==> config.mk <==
export PLATFORM = sky130hd
export DESIGN_NAME = gpio_bank
export DESIGN_NICKNAME = d
export VERILOG_FILES = /design/src/rtl/gpio_bank_pkg.sv /design/src/rtl/gpio_addr_dec.sv /design/src/rtl/gpio_port_regs.sv /design/src/rtl/gpio_sync.sv /design/src/rtl/gpio_bank.sv
export SDC_FILE = /design/constraint.sdc
export NUM_CORES = 1
export LEC_CHECK = 0
export CAP_MARGIN = 20
export CORE_MARGIN = 5
export CORE_UTILIZATION = 25
export DETAILED_ROUTE_END_ITERATION = 10
export GPL_TIMING_DRIVEN = 0
export SKIP_LAST_GASP = 1
export SYNTH_ARGS = -nofsm -noshare
export SYNTH_HDL_FRONTEND = slang
export SYNTH_SLANG_ARGS = --single-unit
export TNS_END_PERCENT = 10
==> constraint.sdc <==
create_clock -name clk_i -period 6.2 [get_ports clk_i]
set_clock_uncertainty 0.2 [all_clocks]
set_input_delay 1.24 -clock clk_i [delete_from_list [all_inputs] [get_ports clk_i]]
set_output_delay 1.24 -clock clk_i [all_outputs]
set_load 0.05 [all_outputs]
==> src/rtl/gpio_bank_pkg.sv <==
package gpio_bank_pkg;
  localparam int BUS_W     = 32;
  localparam int ADDR_W    = 12;
  localparam int ALIAS_BIT = 11;
  localparam int GRP_LSB   = 4;
  localparam int PORT_LSB  = 2;
  localparam int MASK_LSB  = 8;

  typedef enum logic [1:0] {
    GRP_MODE = 2'd0,
    GRP_DRV  = 2'd1,
    GRP_LVL  = 2'd2,
    GRP_IN   = 2'd3
  } grp_e;

  function automatic logic [7:0] merge_bits(input logic [7:0] old_v,
                                            input logic [7:0] new_v,
                                            input logic [7:0] sel);
    return (old_v & ~sel) | (new_v & sel);
  endfunction
endpackage

==> src/rtl/gpio_addr_dec.sv <==
module gpio_addr_dec
  import gpio_bank_pkg::*;
(
  input  logic [ADDR_W-1:0] addr_i,
  output logic              hit_o,
  output logic              alias_o,
  output grp_e              grp_o,
  output logic [1:0]        port_o
);
  // legal offsets: only alias, group and port fields may be nonzero
  assign hit_o   = (addr_i[ALIAS_BIT-1:GRP_LSB+2] == '0) && (addr_i[PORT_LSB-1:0] == '0);
  assign alias_o = addr_i[ALIAS_BIT];
  assign grp_o   = grp_e'(addr_i[GRP_LSB +: 2]);
  assign port_o  = addr_i[PORT_LSB +: 2];
endmodule

==> src/rtl/gpio_port_regs.sv <==
module gpio_port_regs
  import gpio_bank_pkg::*;
#(
  parameter int PORT_W = 8
) (
  input  logic              clk_i,
  input  logic              rst_ni,
  input  logic              wr_mode_i,
  input  logic              wr_drv_i,
  input  logic              wr_lvl_i,
  input  logic [PORT_W-1:0] sel_i,
  input  logic [PORT_W-1:0] val_i,
  output logic [PORT_W-1:0] mode_o,
  output logic [PORT_W-1:0] drv_o,
  output logic [PORT_W-1:0] lvl_o
);
  logic [7:0] sel8, val8, mode8, drv8, lvl8;

  assign sel8 = 8'(sel_i);
  assign val8 = 8'(val_i);

  always_ff @(posedge clk_i or negedge rst_ni) begin
    if (!rst_ni) begin
      mode8 <= '0;
      drv8  <= '0;
      lvl8  <= '0;
    end else begin
      if (wr_mode_i) mode8 <= merge_bits(mode8, val8, sel8);
      if (wr_drv_i)  drv8  <= merge_bits(drv8,  val8, sel8);
      if (wr_lvl_i)  lvl8  <= merge_bits(lvl8,  val8, sel8);
    end
  end

  assign mode_o = mode8[PORT_W-1:0];
  assign drv_o  = drv8[PORT_W-1:0];
  assign lvl_o  = lvl8[PORT_W-1:0];
endmodule

==> src/rtl/gpio_sync.sv <==
module gpio_sync #(
  parameter int W      = 32,
  parameter int STAGES = 2
) (
  input  logic         clk_i,
  input  logic         rst_ni,
  input  logic [W-1:0] d_i,
  output logic [W-1:0] q_o
);
  logic [W-1:0] stg_q [STAGES];

  always_ff @(posedge clk_i or negedge rst_ni) begin
    if (!rst_ni) begin
      for (int s = 0; s < STAGES; s++) stg_q[s] <= '0;
    end else begin
      stg_q[0] <= d_i;
      for (int s = 1; s < STAGES; s++) stg_q[s] <= stg_q[s-1];
    end
  end

  assign q_o = stg_q[STAGES-1];
endmodule

==> src/rtl/gpio_bank.sv <==
module gpio_bank
  import gpio_bank_pkg::*;
#(
  parameter int NUM_PORTS = 4,
  parameter int PORT_W    = 8
) (
  input  logic                        clk_i,
  input  logic                        rst_ni,
  input  logic                        bus_en_i,
  input  logic                        bus_we_i,
  input  logic [11:0]                 bus_addr_i,
  input  logic [31:0]                 bus_wdata_i,
  output logic [31:0]                 bus_rdata_o,
  input  logic [NUM_PORTS*PORT_W-1:0] pad_in_i,
  input  logic [NUM_PORTS*PORT_W-1:0] alt_out_i,
  input  logic [NUM_PORTS*PORT_W-1:0] alt_oe_i,
  output logic [NUM_PORTS*PORT_W-1:0] pad_out_o,
  output logic [NUM_PORTS*PORT_W-1:0] pad_oe_o
);
  localparam int PINS = NUM_PORTS * PORT_W;

  logic        hit, is_alias;
  grp_e        grp;
  logic [1:0]  port;
  logic [PORT_W-1:0] wr_sel, wr_val;
  logic [PINS-1:0]   mode_q, drv_q, lvl_q, in_q;
  logic        unused_wdata;

  assign unused_wdata = ^bus_wdata_i[31:MASK_LSB+PORT_W];

  gpio_addr_dec u_dec (
    .addr_i  (bus_addr_i),
    .hit_o   (hit),
    .alias_o (is_alias),
    .grp_o   (grp),
    .port_o  (port)
  );

  assign wr_val = bus_wdata_i[0 +: PORT_W];
  assign wr_sel = is_alias ? bus_wdata_i[MASK_LSB +: PORT_W] : '1;

  for (genvar p = 0; p < NUM_PORTS; p++) begin : g_port
    logic port_wr;
    assign port_wr = bus_en_i && bus_we_i && hit && (port == 2'(p));

    gpio_port_regs #(.PORT_W(PORT_W)) u_regs (
      .clk_i     (clk_i),
      .rst_ni    (rst_ni),
      .wr_mode_i (port_wr && grp == GRP_MODE),
      .wr_drv_i  (port_wr && grp == GRP_DRV),
      .wr_lvl_i  (port_wr && grp == GRP_LVL),
      .sel_i     (wr_sel),
      .val_i     (wr_val),
      .mode_o    (mode_q[p*PORT_W +: PORT_W]),
      .drv_o     (drv_q[p*PORT_W +: PORT_W]),
      .lvl_o     (lvl_q[p*PORT_W +: PORT_W])
    );
  end

  gpio_sync #(.W(PINS), .STAGES(2)) u_sync (
    .clk_i  (clk_i),
    .rst_ni (rst_ni),
    .d_i    (pad_in_i),
    .q_o    (in_q)
  );

  always_comb begin
    bus_rdata_o = '0;
    if (hit && !is_alias) begin
      unique case (grp)
        GRP_MODE: bus_rdata_o[PORT_W-1:0] = mode_q[port*PORT_W +: PORT_W];
        GRP_DRV:  bus_rdata_o[PORT_W-1:0] = drv_q[port*PORT_W +: PORT_W];
        GRP_LVL:  bus_rdata_o[PORT_W-1:0] = lvl_q[port*PORT_W +: PORT_W];
        default:  bus_rdata_o[PORT_W-1:0] = in_q[port*PORT_W +: PORT_W];
      endcase
    end
  end

  for (genvar i = 0; i < PINS; i++) begin : g_pad
    assign pad_out_o[i] = mode_q[i] ? lvl_q[i] : alt_out_i[i];
    assign pad_oe_o[i]  = mode_q[i] ? drv_q[i] : alt_oe_i[i];
  end
endmodule

==> results.yml, run 1 <==
timing:
  slew_violations: 0
  period_share: 0.935
  final-hold-violation-count: 0
  setup_viol: 0
  fin_ws_ns: 0.406
  tightest_slew_ns: 0.982
  tns_ns: 0
  period_needed_ns: 5.79
  fmax_mhz: 173
  rsz0062_at_grt: "no"
  maxSlewHeadroom: 0.346
logic_synthesis:
  ys_ff_latch: 160
  synth.most_common_cell: "dfrtp_1"
  synthDistinctLibCells: 40
  ys_top_cells_by_count: "160 x dfrtp_1, 155 x mux2_2, 68 x nand2_1"
  synth_area_leaders: "dfrtp_1 51%, mux2_2 22%, mux4_2 6.0%"
  ys.warnings.count: 0
  synth_top_area_cell: "dfrtp_1"
  syn_area_per_cell_um2: 13.1
  synthFlopType: "dfrtp_1"
  syn_inst: 603
  yosysSeqAreaShare: 0.505
  async_reset_ff_frac: 1.00
  synth_area_mm2: 0.00793
  synth_top_cell_area_share: 0.505
  synth-edff-count: 0
setup_path:
  criticalPathCategory: "in -> out"
  cp_cell_sequence: "clkdlybuf4s50_1 > nor3_2 > buf_2 > and3b_1 > buf_2 > o211ai_1 > a221oi_1 > clkdlybuf4s50_1"
  path_delay_family: "buffers and inverters"
  crit_path_max_incr_delay_ns: 0.90
  cp_slowest_cell: "clkdlybuf4s50_1"
  cp-start-kind: "primary input"
  cp_max_fo: 10
  r2r_cells: 3
  required_ns: 4.76
  arrival_ns: 4.35
  r2r_slack_ns: 5.13
  crit_buf_inv: 4
  end_kind: "primary output"
min_path:
  hold_depth: 0
  hold_class: "reg -> reg"
  hold_path_startpoint: "u_sync.stg_q[62]"
  hold-path-endpoint: "u_sync.q_o[30]"
cts:
  cts_tree: "done"
  cts_buffers: 17
  cts_root_buffer: "clkbuf_16"
  insertion_delay_ns: 0.42
  post_cts.repair.setup_buffers: 0
  clkTransAtPathRegs_ns: 0.07
  clock-sinks: 160
  clk_path_buf_depth: 2
  postCtsHoldBufs: 0
  cts_resized: 0
  htree_num_levels: 4
finish:
  diodes: 0
  final_nets: 990
  finalCoreUtilization: 0.355
  multi_input_area_mm2: 0.00362
  drive_above_1_share: 0.325
  n_fill_cell: 3098
  seq_area_mm2: 0.00400
  syn_to_final_growth_pct: 40.6
drt:
  routed_wl_um: 25800
  drc: 0
  ant_nets: 0
  via_count: 5650
  wl_per_cell_um: 20.5
  first_pass_iters: 5
  drt_iter0_drc: 351
  via_per_inst: 4.48
placed_design:
  place_worst_setup_slack_ns: 0.352
  place.detailed.hpwl_um: 18900
  io_buffer_count: 196
  routabilityCongestion: 0.747
global_route:
  grtUsageTotal: 0.145
  grt_first_pass_wirelength_um: 38300
  grt_overflow: 0
  first_global_vias: 6103
  antenna_found_initial: 1
  grt_max_degree: 91
job:
  drv_cap: 0
power:
  fin_total_pwr_w: 0.00252
  leakage_nw: 4.82
  power.density_mw_per_mm2: 226
  ir_drop_mv: 0.164
status:
  outcome: "finished, final reports clean"
floorplan:
  die-area_mm2: 0.0354
  start_util: 0.252
  row_count: 65
  die_w_um: 188
  core_mm2: 0.0314
  die-height_um: 188
  io_pins: 240
==> routing by layer <==
layer  wire, um  part of all wire  track usage  up-vias
met2      12300              0.48        0.237      216
met4        278             0.011       0.0316        2
li1           -                 -            -     2608
met3       1830             0.071       0.0426       19
met1      11300              0.44        0.191     2805
met5         20           0.00077            0        -
==> cell type report <==
| class | instances | area share |
|---|---|---|
| sequential | 160 | 0.359 |
| multi-input combinational | 405 | 0.325 |
| timing repair buffer | 201 | 0.183 |
| tap | 402 | 0.0451 |
| clock buffer | 17 | 0.0382 |
| buffer | 59 | 0.0343 |
| clock inverter | 15 | 0.0145 |
| inverter | 2 | 0.000674 |
==> layout by cell type (no fill, tap or decap), drive strengths merged, types with 2 or more instances in the layout <==
cell type,count
nand4,9
nand2,68
mux4,26
dfrtp,160
nor3,4
nand2b,12
clkinv,2
conb,24
and4,9
mux2,168
mux2i,9
o21ai,6
nand3,2
nor2,40
inv,14
o22ai,4
a21oi,9
buf,56
nor2b,3
clkdlybuf4s50,195
clkbuf,26
==> worst max-delay path by stage <==
stage                              from              to  cells after the start
final                     bus_addr_i[7]  bus_rdata_o[5]                      8
after global routing      bus_addr_i[7]  bus_rdata_o[5]                      8
after detailed placement  bus_addr_i[7]  bus_rdata_o[5]                      8
after CTS                 bus_addr_i[7]  bus_rdata_o[5]                      8
after floorplan           bus_addr_i[5]  bus_rdata_o[6]                      5
after global placement           rst_ni       async pin                      1
==> report_power, final <==
group	leakage (nW)	total (W)	switching, W	internal (W)
logic	2.44	0.000386	0.000222	0.000164
registers	2.08	0.00107	0.00000767	0.00107
clock network	0.294	0.00106	0.000481	0.000576
total	4.82	0.00252	0.000711	0.00181
==> worst reg2reg max path, delay by kind of cell, from the launching register on <==
family                 cells  cell delay [ns]
AOI/OAI and AO/OA          2             0.28
DFF                        1             0.39
buffers and inverters      1             0.09
==> logic make-up (layout without fill, tap and decap cells) <==
family | Yosys count | in the layout | share of synthesized area
flops | 160 | 160 | 0.505
mux | 203 | 203 | 0.330
compound gates | 28 | 28 | 0.0224
buf+inv | 61 | 294 | 0.0491
simple gates | 150 | 150 | 0.0931
other cells | 1 | 24 | 0.000473
==> through the flow <==
step | instance area [um^2] | hold slack [ns] | std cells
2_1_floorplan | 8010 | 0.131 | 626
3_3_place_gp | 10500 | 0.133 | 1224
3_5_place_dp | 10500 | 0.135 | 1228
5_1_grt | 11100 | 0.154 | 1261
4_1_cts | 11100 | 0.149 | 1260
6_report | 11100 | 0.144 | 1261
(Power assumes the default switching activity.)
==> run 2, diff against run 1 <==
Settings changed: ABC_CLOCK_PERIOD_IN_PS set to 6200.
==> results of run 2 <==
Final layout, timing and power as in run 1 (identical DEF).
==> run 3, diff against run 2 <==
Settings changed: GPL_TIMING_DRIVEN 0 to unset, HOLD_SLACK_MARGIN set to 0.02, SLEW_MARGIN set to 40.
==> results.yml, run 3 (same netlist as run 1, synthesis figures left out) <==
cts:
  postCtsHoldBufs: 0
  insertion_delay_ns: 0.42
  cts_buffers: 17
  post_cts.repair.setup_buffers: 0
  cts_resized: 0
  cts_tree: "done"
  clkTransAtPathRegs_ns: 0.07
  htree_num_levels: 4
  clock-sinks: 160
  cts_root_buffer: "clkbuf_16"
  clk_path_buf_depth: 2
min_path:
  hold-path-endpoint: "u_sync.q_o[11]"
  hold_class: "reg -> reg"
  hold_depth: 0
  hold_path_startpoint: "u_sync.stg_q[43]"
global_route:
  use_met2: 0.227
  grt_first_pass_wirelength_um: 36800
  grtUsageTotal: 0.139
  use_met1: 0.180
  use_met3: 0.0421
  grt_overflow: 0
  first_global_vias: 5896
  grt_max_degree: 63
  antenna_found_initial: 2
  grt-busiest-layer: "met2"
setup_path:
  arrival_ns: 3.68
  end_kind: "primary output"
  cp_max_fo: 17
  criticalPathCategory: "in -> out"
  required_ns: 4.76
  crit_path_max_incr_delay_ns: 0.56
  cp_cell_sequence: "clkdlybuf4s50_1 > nor4_4 > buf_4 > and3b_1 > o211ai_1 > a221oi_1 > buf_12"
  r2r_cells: 1
  r2r_slack_ns: 5.14
  cp-start-kind: "primary input"
  cp_slowest_cell: "and3b_1"
power:
  leakage_nw: 4.61
  power.density_mw_per_mm2: 233
  ir_drop_mv: 0.158
status:
  outcome: "finished, final reports clean"
drt:
  first_pass_iters: 4
  routed_wl_um: 24500
  via_per_inst: 4.53
  ant_nets: 0
  drt_iter0_drc: 319
  wl_per_cell_um: 20.2
  via_count: 5496
  drc: 0
finish:
  syn_to_final_growth_pct: 36.5
  instances_no_fill: 1213
  diodes: 0
  final_common_cell: "clkdlybuf4s50_1"
  final_cell_mix: "187 x clkdlybuf4s50_1, 160 x dfrtp_1, 155 x mux2_2, 68 x nand2_1, 37 x nor2_1"
  drive_above_1_share: 0.308
  final_nets: 942
timing:
  period_needed_ns: 5.12
  period_share: 0.826
  slew_violations: 0
  setup_viol: 0
  rsz0062_at_grt: "no"
  tightest_slew_ns: 0.773
  maxSlewHeadroom: 0.483
  tns_ns: 0
  fmax_mhz: 195
  final-hold-violation-count: 0
placed_design:
  io_buffer_count: 199
  dp.cells: 1181
  place.detailed.hpwl_um: 17700
  routabilityCongestion: 0.751
job:
  drv_cap: 0
floorplan:
  die-area_mm2: 0.0354
  core_mm2: 0.0314
  io_pins: 240
  die-height_um: 188
  row_count: 65
  die_w_um: 188
  start_util: 0.252
-- run 3: cell type report --
| cell class | count | area (um^2) |
|---|---|---|
| multi-input cells | 405 | 3620 |
| well taps | 402 | 503 |
| repair buffers | 212 | 2090 |
| inverters | 2 | 7.51 |
| fillers | 3169 | 20600 |
| clock inverters | 15 | 173 |
| clock buffers | 17 | 425 |
| flip-flops and latches | 160 | 4000 |
-- run 3: how the worst max path moves through the flow --
stage                                end           from  cells past startpoint
after global placement    bus_rdata_o[5]  bus_addr_i[8]                      7
after detailed placement  bus_rdata_o[5]  bus_addr_i[8]                      7
after floorplan           bus_rdata_o[6]  bus_addr_i[5]                      5
final                     bus_rdata_o[5]  bus_addr_i[8]                      7
after global routing      bus_rdata_o[5]  bus_addr_i[8]                      7
after CTS                 bus_rdata_o[5]  bus_addr_i[8]                      7
-- run 3: worst max-delay path, delay by kind of cell --
kind,cells,cell delay (ns)
AOI/OAI and AO/OA,2,0.69
and+or+nand+nor,2,0.83
buffers and inverters,3,0.90
-- run 3: per-layer routing --
metal | part of all wire | wire, um
met4 | 0.014 | 332
met5 | 0.0015 | 36
met2 | 0.48 | 11800
met3 | 0.074 | 1820
met1 | 0.43 | 10500
-- run 3: power by group --
part / total (W) / internal, W / switching (W)
combinational: 0.000362 / 0.000149 / 0.000213
clock: 0.00108 / 0.000607 / 0.000474
sequential: 0.00107 / 0.00107 / 0.00000755
total: 0.00252 / 0.00182 / 0.000694
-- run 3: metrics by stage --
| step | worst slack (ns) | power, W | hold WS [ns] | util | area (um^2) |
|---|---|---|---|---|---|
| 3_3_place_gp | 0.986 | 0.00146 | 0.133 | 0.325 | 10200 |
| 3_5_place_dp | 1.05 | 0.00146 | 0.135 | 0.325 | 10200 |
| 5_1_grt | 0.972 | 0.00262 | 0.144 | 0.345 | 10800 |
| 6_report | 1.08 | 0.00252 | 0.142 | 0.345 | 10800 |
| 4_1_cts | 1.05 | 0.00256 | 0.142 | 0.344 | 10800 |
| 2_1_floorplan | 1.44 | 0.00130 | 0.131 | - | 8010 |
